`config.mk`:
```
export PLATFORM = sky130hd
export DESIGN_NAME = lled_top
export DESIGN_NICKNAME = d
export VERILOG_FILES = /design/src/rtl/lled_pkg.sv /design/src/rtl/lled_interval.sv /design/src/rtl/lled_pending.sv /design/src/rtl/lled_blink_fsm.sv /design/src/rtl/lled_speed_dec.sv /design/src/rtl/lled_top.sv
export SDC_FILE = /design/constraint.sdc
export NUM_CORES = 1
export LEC_CHECK = 0
export BUFFER_PORTS_ARGS = -buffer_cell sky130_fd_sc_hd__buf_2
export CORE_MARGIN = 2
export CORE_UTILIZATION = 57
export CTS_CLUSTER_DIAMETER = 200
export DETAILED_ROUTE_END_ITERATION = 10
export GPL_ROUTABILITY_DRIVEN = 1
export HOLD_SLACK_MARGIN = 0.06
export PLACE_DENSITY_LB_ADDON = 0.1
export SYNTH_ARGS = -nofsm -noshare
export SYNTH_HDL_FRONTEND = slang
export SYNTH_SLANG_ARGS = --single-unit
```
`constraint.sdc`:
```
create_clock -name clk -period 2.7 [get_ports clk]
set_clock_uncertainty 0.05 [all_clocks]
set_input_delay 0.405 -clock clk [delete_from_list [all_inputs] [get_ports clk]]
set_output_delay 0.405 -clock clk [all_outputs]
set_load 0.03 [all_outputs]
```
`src/rtl/lled_pkg.sv`:
```
package lled_pkg;

    typedef enum logic [1:0] {
        BL_DARK  = 2'd0,
        BL_SOLID = 2'd1,
        BL_OFF   = 2'd2,
        BL_HOLD  = 2'd3
    } blink_st_e;

    typedef struct packed {
        logic fast;
        logic negotiating;
        logic isolated;
    } phy_spd_t;

    // Cycles in one blink interval; a non-zero override wins.
    function automatic int unsigned calc_period(input int unsigned clk_hz,
                                                input int unsigned ms,
                                                input int unsigned ovr);
        if (ovr != 0)
            return ovr;
        return (clk_hz / 1000) * ms;
    endfunction

    function automatic logic spd_lit(input phy_spd_t s);
        return !s.isolated && (s.fast || s.negotiating);
    endfunction

endpackage

```
`src/rtl/lled_interval.sv`:
```
module lled_interval #(
    parameter int unsigned PERIOD = 16
) (
    input  logic clk,
    input  logic rst,
    input  logic restart,
    output logic expired
);
    localparam int unsigned CW = (PERIOD > 2) ? $clog2(PERIOD) : 1;
    localparam logic [CW-1:0] LAST = CW'(PERIOD - 1);

    logic [CW-1:0] cnt;

    always_ff @(posedge clk) begin
        if (rst)
            cnt <= '0;
        else if (restart)
            cnt <= '0;
        else if (cnt != LAST)
            cnt <= cnt + 1'b1;
    end

    assign expired = (cnt == LAST);

    // the interval count never runs past its terminal value
    assert_cnt_bound_R4: assert property (@(posedge clk) disable iff (rst)
        cnt <= LAST);

    // a restart always begins a fresh interval that is not yet over
    assert_restart_fresh_R4: assert property (@(posedge clk) disable iff (rst)
        restart |=> (PERIOD == 1) || !expired);

endmodule

```
`src/rtl/lled_pending.sv`:
```
module lled_pending (
    input  logic clk,
    input  logic rst,
    input  logic link_up,
    input  logic act_now,
    input  logic consume,
    output logic pend
);
    always_ff @(posedge clk) begin
        if (rst || !link_up)
            pend <= 1'b0;
        else if (consume)
            pend <= 1'b0;
        else if (act_now)
            pend <= 1'b1;
    end

    // activity that is not used at once is kept for the next blink
    assert_latch_act_R6: assert property (@(posedge clk) disable iff (rst)
        (link_up && act_now && !consume) |=> pend);

    // nothing is remembered across a link loss
    assert_drop_on_nolink_R2: assert property (@(posedge clk) disable iff (rst)
        !link_up |=> !pend);

endmodule

```
`src/rtl/lled_blink_fsm.sv`:
```
module lled_blink_fsm
    import lled_pkg::*;
(
    input  logic clk,
    input  logic rst,
    input  logic link_up,
    input  logic act_now,
    input  logic pend,
    input  logic expired,
    output logic restart,
    output logic consume,
    output logic led_n
);
    blink_st_e st, st_nxt;
    logic      trig;

    assign trig = pend || act_now;

    always_comb begin
        st_nxt  = st;
        restart = 1'b0;
        consume = 1'b0;
        case (st)
            BL_DARK: begin
                if (link_up)
                    st_nxt = BL_SOLID;
            end
            BL_SOLID: begin
                if (trig) begin
                    st_nxt  = BL_OFF;
                    restart = 1'b1;
                    consume = 1'b1;
                end
            end
            BL_OFF: begin
                if (expired) begin
                    st_nxt  = BL_HOLD;
                    restart = 1'b1;
                end
            end
            BL_HOLD: begin
                if (expired) begin
                    if (trig) begin
                        st_nxt  = BL_OFF;
                        restart = 1'b1;
                        consume = 1'b1;
                    end else begin
                        st_nxt = BL_SOLID;
                    end
                end
            end
            default: st_nxt = BL_DARK;
        endcase
        if (!link_up) begin
            st_nxt  = BL_DARK;
            restart = 1'b0;
            consume = 1'b0;
        end
    end

    always_ff @(posedge clk) begin
        if (rst)
            st <= BL_DARK;
        else
            st <= st_nxt;
    end

    assign led_n = (st == BL_DARK) || (st == BL_OFF);

    // without link the indicator is dark on the next cycle
    assert_nolink_dark_R2: assert property (@(posedge clk) disable iff (rst)
        !link_up |=> led_n);

    // the minimum lit interval is not cut short while link stays up
    assert_hold_kept_R5: assert property (@(posedge clk) disable iff (rst)
        (st == BL_HOLD && !expired && link_up) |=> (st == BL_HOLD && !led_n));

    // a dark interval is only ever followed by the lit hold or link loss
    assert_off_then_hold_R4: assert property (@(posedge clk) disable iff (rst)
        (st == BL_OFF && expired && link_up) |=> (st == BL_HOLD));

endmodule

```
`src/rtl/lled_speed_dec.sv`:
```
module lled_speed_dec
    import lled_pkg::*;
(
    input  logic     clk,
    input  logic     rst,
    input  phy_spd_t stat,
    output logic     led_n
);
    always_ff @(posedge clk) begin
        if (rst)
            led_n <= 1'b1;
        else
            led_n <= !spd_lit(stat);
    end

    // isolation forces the speed indicator dark
    assert_iso_dark_R10: assert property (@(posedge clk) disable iff (rst)
        stat.isolated |=> led_n);

    // fast link or negotiation lights it when not isolated
    assert_fast_lit_R9: assert property (@(posedge clk) disable iff (rst)
        (!stat.isolated && (stat.fast || stat.negotiating)) |=> !led_n);

endmodule

```
`src/rtl/lled_top.sv`:
```
module lled_top
    import lled_pkg::*;
#(
    parameter int unsigned CLK_HZ     = 200_000_000,
    parameter int unsigned BLINK_MS   = 80,
    parameter int unsigned PERIOD_OVR = 0
) (
    input  logic clk,
    input  logic rst,
    input  logic link_up,
    input  logic tx_act,
    input  logic rx_act,
    input  logic speed_100,
    input  logic aneg_busy,
    input  logic line_iso,
    output logic led_link_n,
    output logic led_speed_n
);
    localparam int unsigned PERIOD = calc_period(CLK_HZ, BLINK_MS, PERIOD_OVR);

    logic     act_now;
    logic     pend;
    logic     expired;
    logic     restart;
    logic     consume;
    phy_spd_t spd_stat;

    assign act_now = tx_act || rx_act;

    assign spd_stat.fast        = speed_100;
    assign spd_stat.negotiating = aneg_busy;
    assign spd_stat.isolated    = line_iso;

    lled_interval #(.PERIOD(PERIOD)) u_interval (
        .clk     (clk),
        .rst     (rst),
        .restart (restart),
        .expired (expired)
    );

    lled_pending u_pending (
        .clk     (clk),
        .rst     (rst),
        .link_up (link_up),
        .act_now (act_now),
        .consume (consume),
        .pend    (pend)
    );

    lled_blink_fsm u_fsm (
        .clk     (clk),
        .rst     (rst),
        .link_up (link_up),
        .act_now (act_now),
        .pend    (pend),
        .expired (expired),
        .restart (restart),
        .consume (consume),
        .led_n   (led_link_n)
    );

    lled_speed_dec u_speed (
        .clk   (clk),
        .rst   (rst),
        .stat  (spd_stat),
        .led_n (led_speed_n)
    );

    // both indicators dark in the cycle after reset
    assert_reset_dark_R1: assert property (@(posedge clk)
        rst |=> (led_link_n && led_speed_n));

endmodule

```
==> metrics.csv <==
metric,value,unit
outcome,"complete, no violations",
DR DRC count,0,
Max H-tree Level,1,
CP cell instances,or4b_1 -> or4_4 -> o31ai_4 -> a31o_2 -> a211oi_1,
CP Launch Type,register,
first-pass GRT wire length,3940,um
Hold Path Cell Cnt,2,
router iterations before antenna repair,4,
Die H,51.9,um
min-delay worst type,in2reg,
DP Area,1380,um^2
synth warn,0,
"Setup violations, final",0,
ys async rst share,0,%
"Req. time, crit path",2.85,ns
Post-CTS Setup Repair Bufs,0,
filler instances,191,
mapped cell area,1310,um^2
vias in the first global route,974,
clk buf depth,2,
ant diodes,0,
Finished Cell Area,1420,um^2
placed insts,184,
Port Buffers,9,
Worst-Margin Slew,0.805,ns
"Hold Vio Cnt, Final",0,
grt ovf,0,
TritonCTS Buffers,3,
worst-path fanout max,22,
CTS tree,yes,
Resized cells post-CTS,0,
Final TNS setup,0,ns
Worst-path clk slew,0.14,ns
I/O pins,10,
CP max-delay cell,or4b_1,
min cycle time layout,2.42,ns
Post-synth EDFFs,0,
clk root buf,clkbuf_4,
vias,1064,
"commonest non-fill, non-tap cell in the layout",dfxtp_1,
Synth-to-Final Area Change,8.53,%
post-synthesis register bit count,28,
Final Instance Count excl. Fillers,188,
starting density of the core,59.6,%
Fin Hold WS,0.207,ns
Synth Instances,148,
P_leak,0.000486,uW
clk_lat worst skew,0.32,ns
max_cap viols,0,
Sink Count,28,
R2R cell count,5,
DR iter-0 viols,14,
layout cells sized above 1,16.9,%
Tot Pwr,662,uW
initial antenna violation count,0,
Nets,170,
total wire length after detailed routing,2350,um
fin crit share,89.5,%
Vias/cell,5.66,
GRT Util Overall,19.4,%
core area,2190,um^2
Max-slew headroom,45.9,%
largest net degree at the start of global routing,23,
Max Slew Vio Count,0,
DRT antenna net count,0,
Arrival @ worst endpoint,2.57,ns
Rows,17,
Die ar.,2690,um^2
die width,51.9,um
most frequent cells in the layout,"28 x dfxtp_1, 21 x nor2_1, 13 x xor2_1",
Worst Setup End Kind,register,
syn_area_per_cell,8.82,um^2
critical path type,reg2reg,
register area share after synthesis,43.0,%
Power Density,468,nW/um^2
quantity of hold-fixing buffers added after cts,0,
Fmax,414,MHz
VDD IR max,308,uV
Mapped Nets,157,
Post-synth top flop,dfxtp_1,
final estimated routing congestion in global placement,0.757,
DPL Wire Length,1740,um
RSZ-0062 raised after global routing,false,
Cell variety after synth,36,
delay of the slowest cell on the worst path,0.52,ns
drt wl/cell,12.5,um
## worst paths after layout
check / start / end / slack, ns
max: u_interval.cnt[12] / u_interval.cnt[2] / 0.28
min: speed_100 / u_speed.led_n / 0.21
min reg2reg: u_interval.cnt[1] / u_interval.cnt[1] / 0.45
max reg2reg: u_interval.cnt[12] / u_interval.cnt[2] / 0.28
## kinds of logic after synthesis
kind of cell | after synthesis | synth area share [%]
AOI/OAI and AO/OA | 26 | 13.3
xor gates and xnor gates | 15 | 10.1
adders and majority gates | 1 | 0.959
buffers and inverters | 8 | 2.97
DFF | 28 | 43.0
and+or+nand+nor | 70 | 29.7
## sequential cells by signal, summed over array words and instances, names as in the netlist
register        count
u_interval.cnt     24
u_speed.led_n       1
u_fsm.st            2
u_pending.pend      1
## where the power goes
group / total [uW] / switching [uW] / internal, uW
Combinational: 38.0 / 23.7 / 14.3
Clock: 197 / 115 / 82.4
Sequential: 427 / 6.61 / 421
Total: 662 / 145 / 517
## worst max-delay path: cells and delay by family, from the launching register on
family	cells	cell delay, ns
and+or+nand+nor	2	0.99
DFF	1	0.38
AOI/OAI and AO/OA	3	0.87
## routing by layer
| metal | vias to the layer above | GRT usage (%) | part of all wire, % |
|---|---|---|---|
| li1 | 560 | - | - |
| met3 | 4 | 2.59 | 2.3 |
| met2 | 14 | 34.8 | 48 |
| met1 | 486 | 23.6 | 48 |
| met5 | - | 0 | 0 |
| met4 | 0 | 6.58 | 1.1 |
## cell usage after synthesis, types with 3 or more instances
cell	n	share of area, %
xor2_1	13	8.7
nand2_1	8	2.3
o21ai_0	7	2.7
o31ai_1	3	1.7
nand4_1	5	2.4
nor2_1	21	6.0
a21oi_1	9	3.5
dfxtp_1	28	43
inv_1	5	1.4
nand3_1	9	3.5
nor3_1	5	1.9
## stage by stage
stage,util [%],setup slack (ns)
final,64.6,0.284
after global routing,64.6,0.140
after CTS,64.6,0.262
after detailed placement,63.0,0.283
after global placement,63.0,0.347
after floorplan,-,0.563
## area by class of cell
type / count / area [um^2] / area share (%)
clock buffers: 4 / 36.3 / 2.56
inverters: 5 / 18.8 / 1.33
multi-input cells: 112 / 706 / 49.8
flip-flops and latches: 28 / 561 / 39.6
well taps: 28 / 35.0 / 2.47
repair buffers: 11 / 60.1 / 4.24
Note: power is estimated with default switching activity, not from simulation.
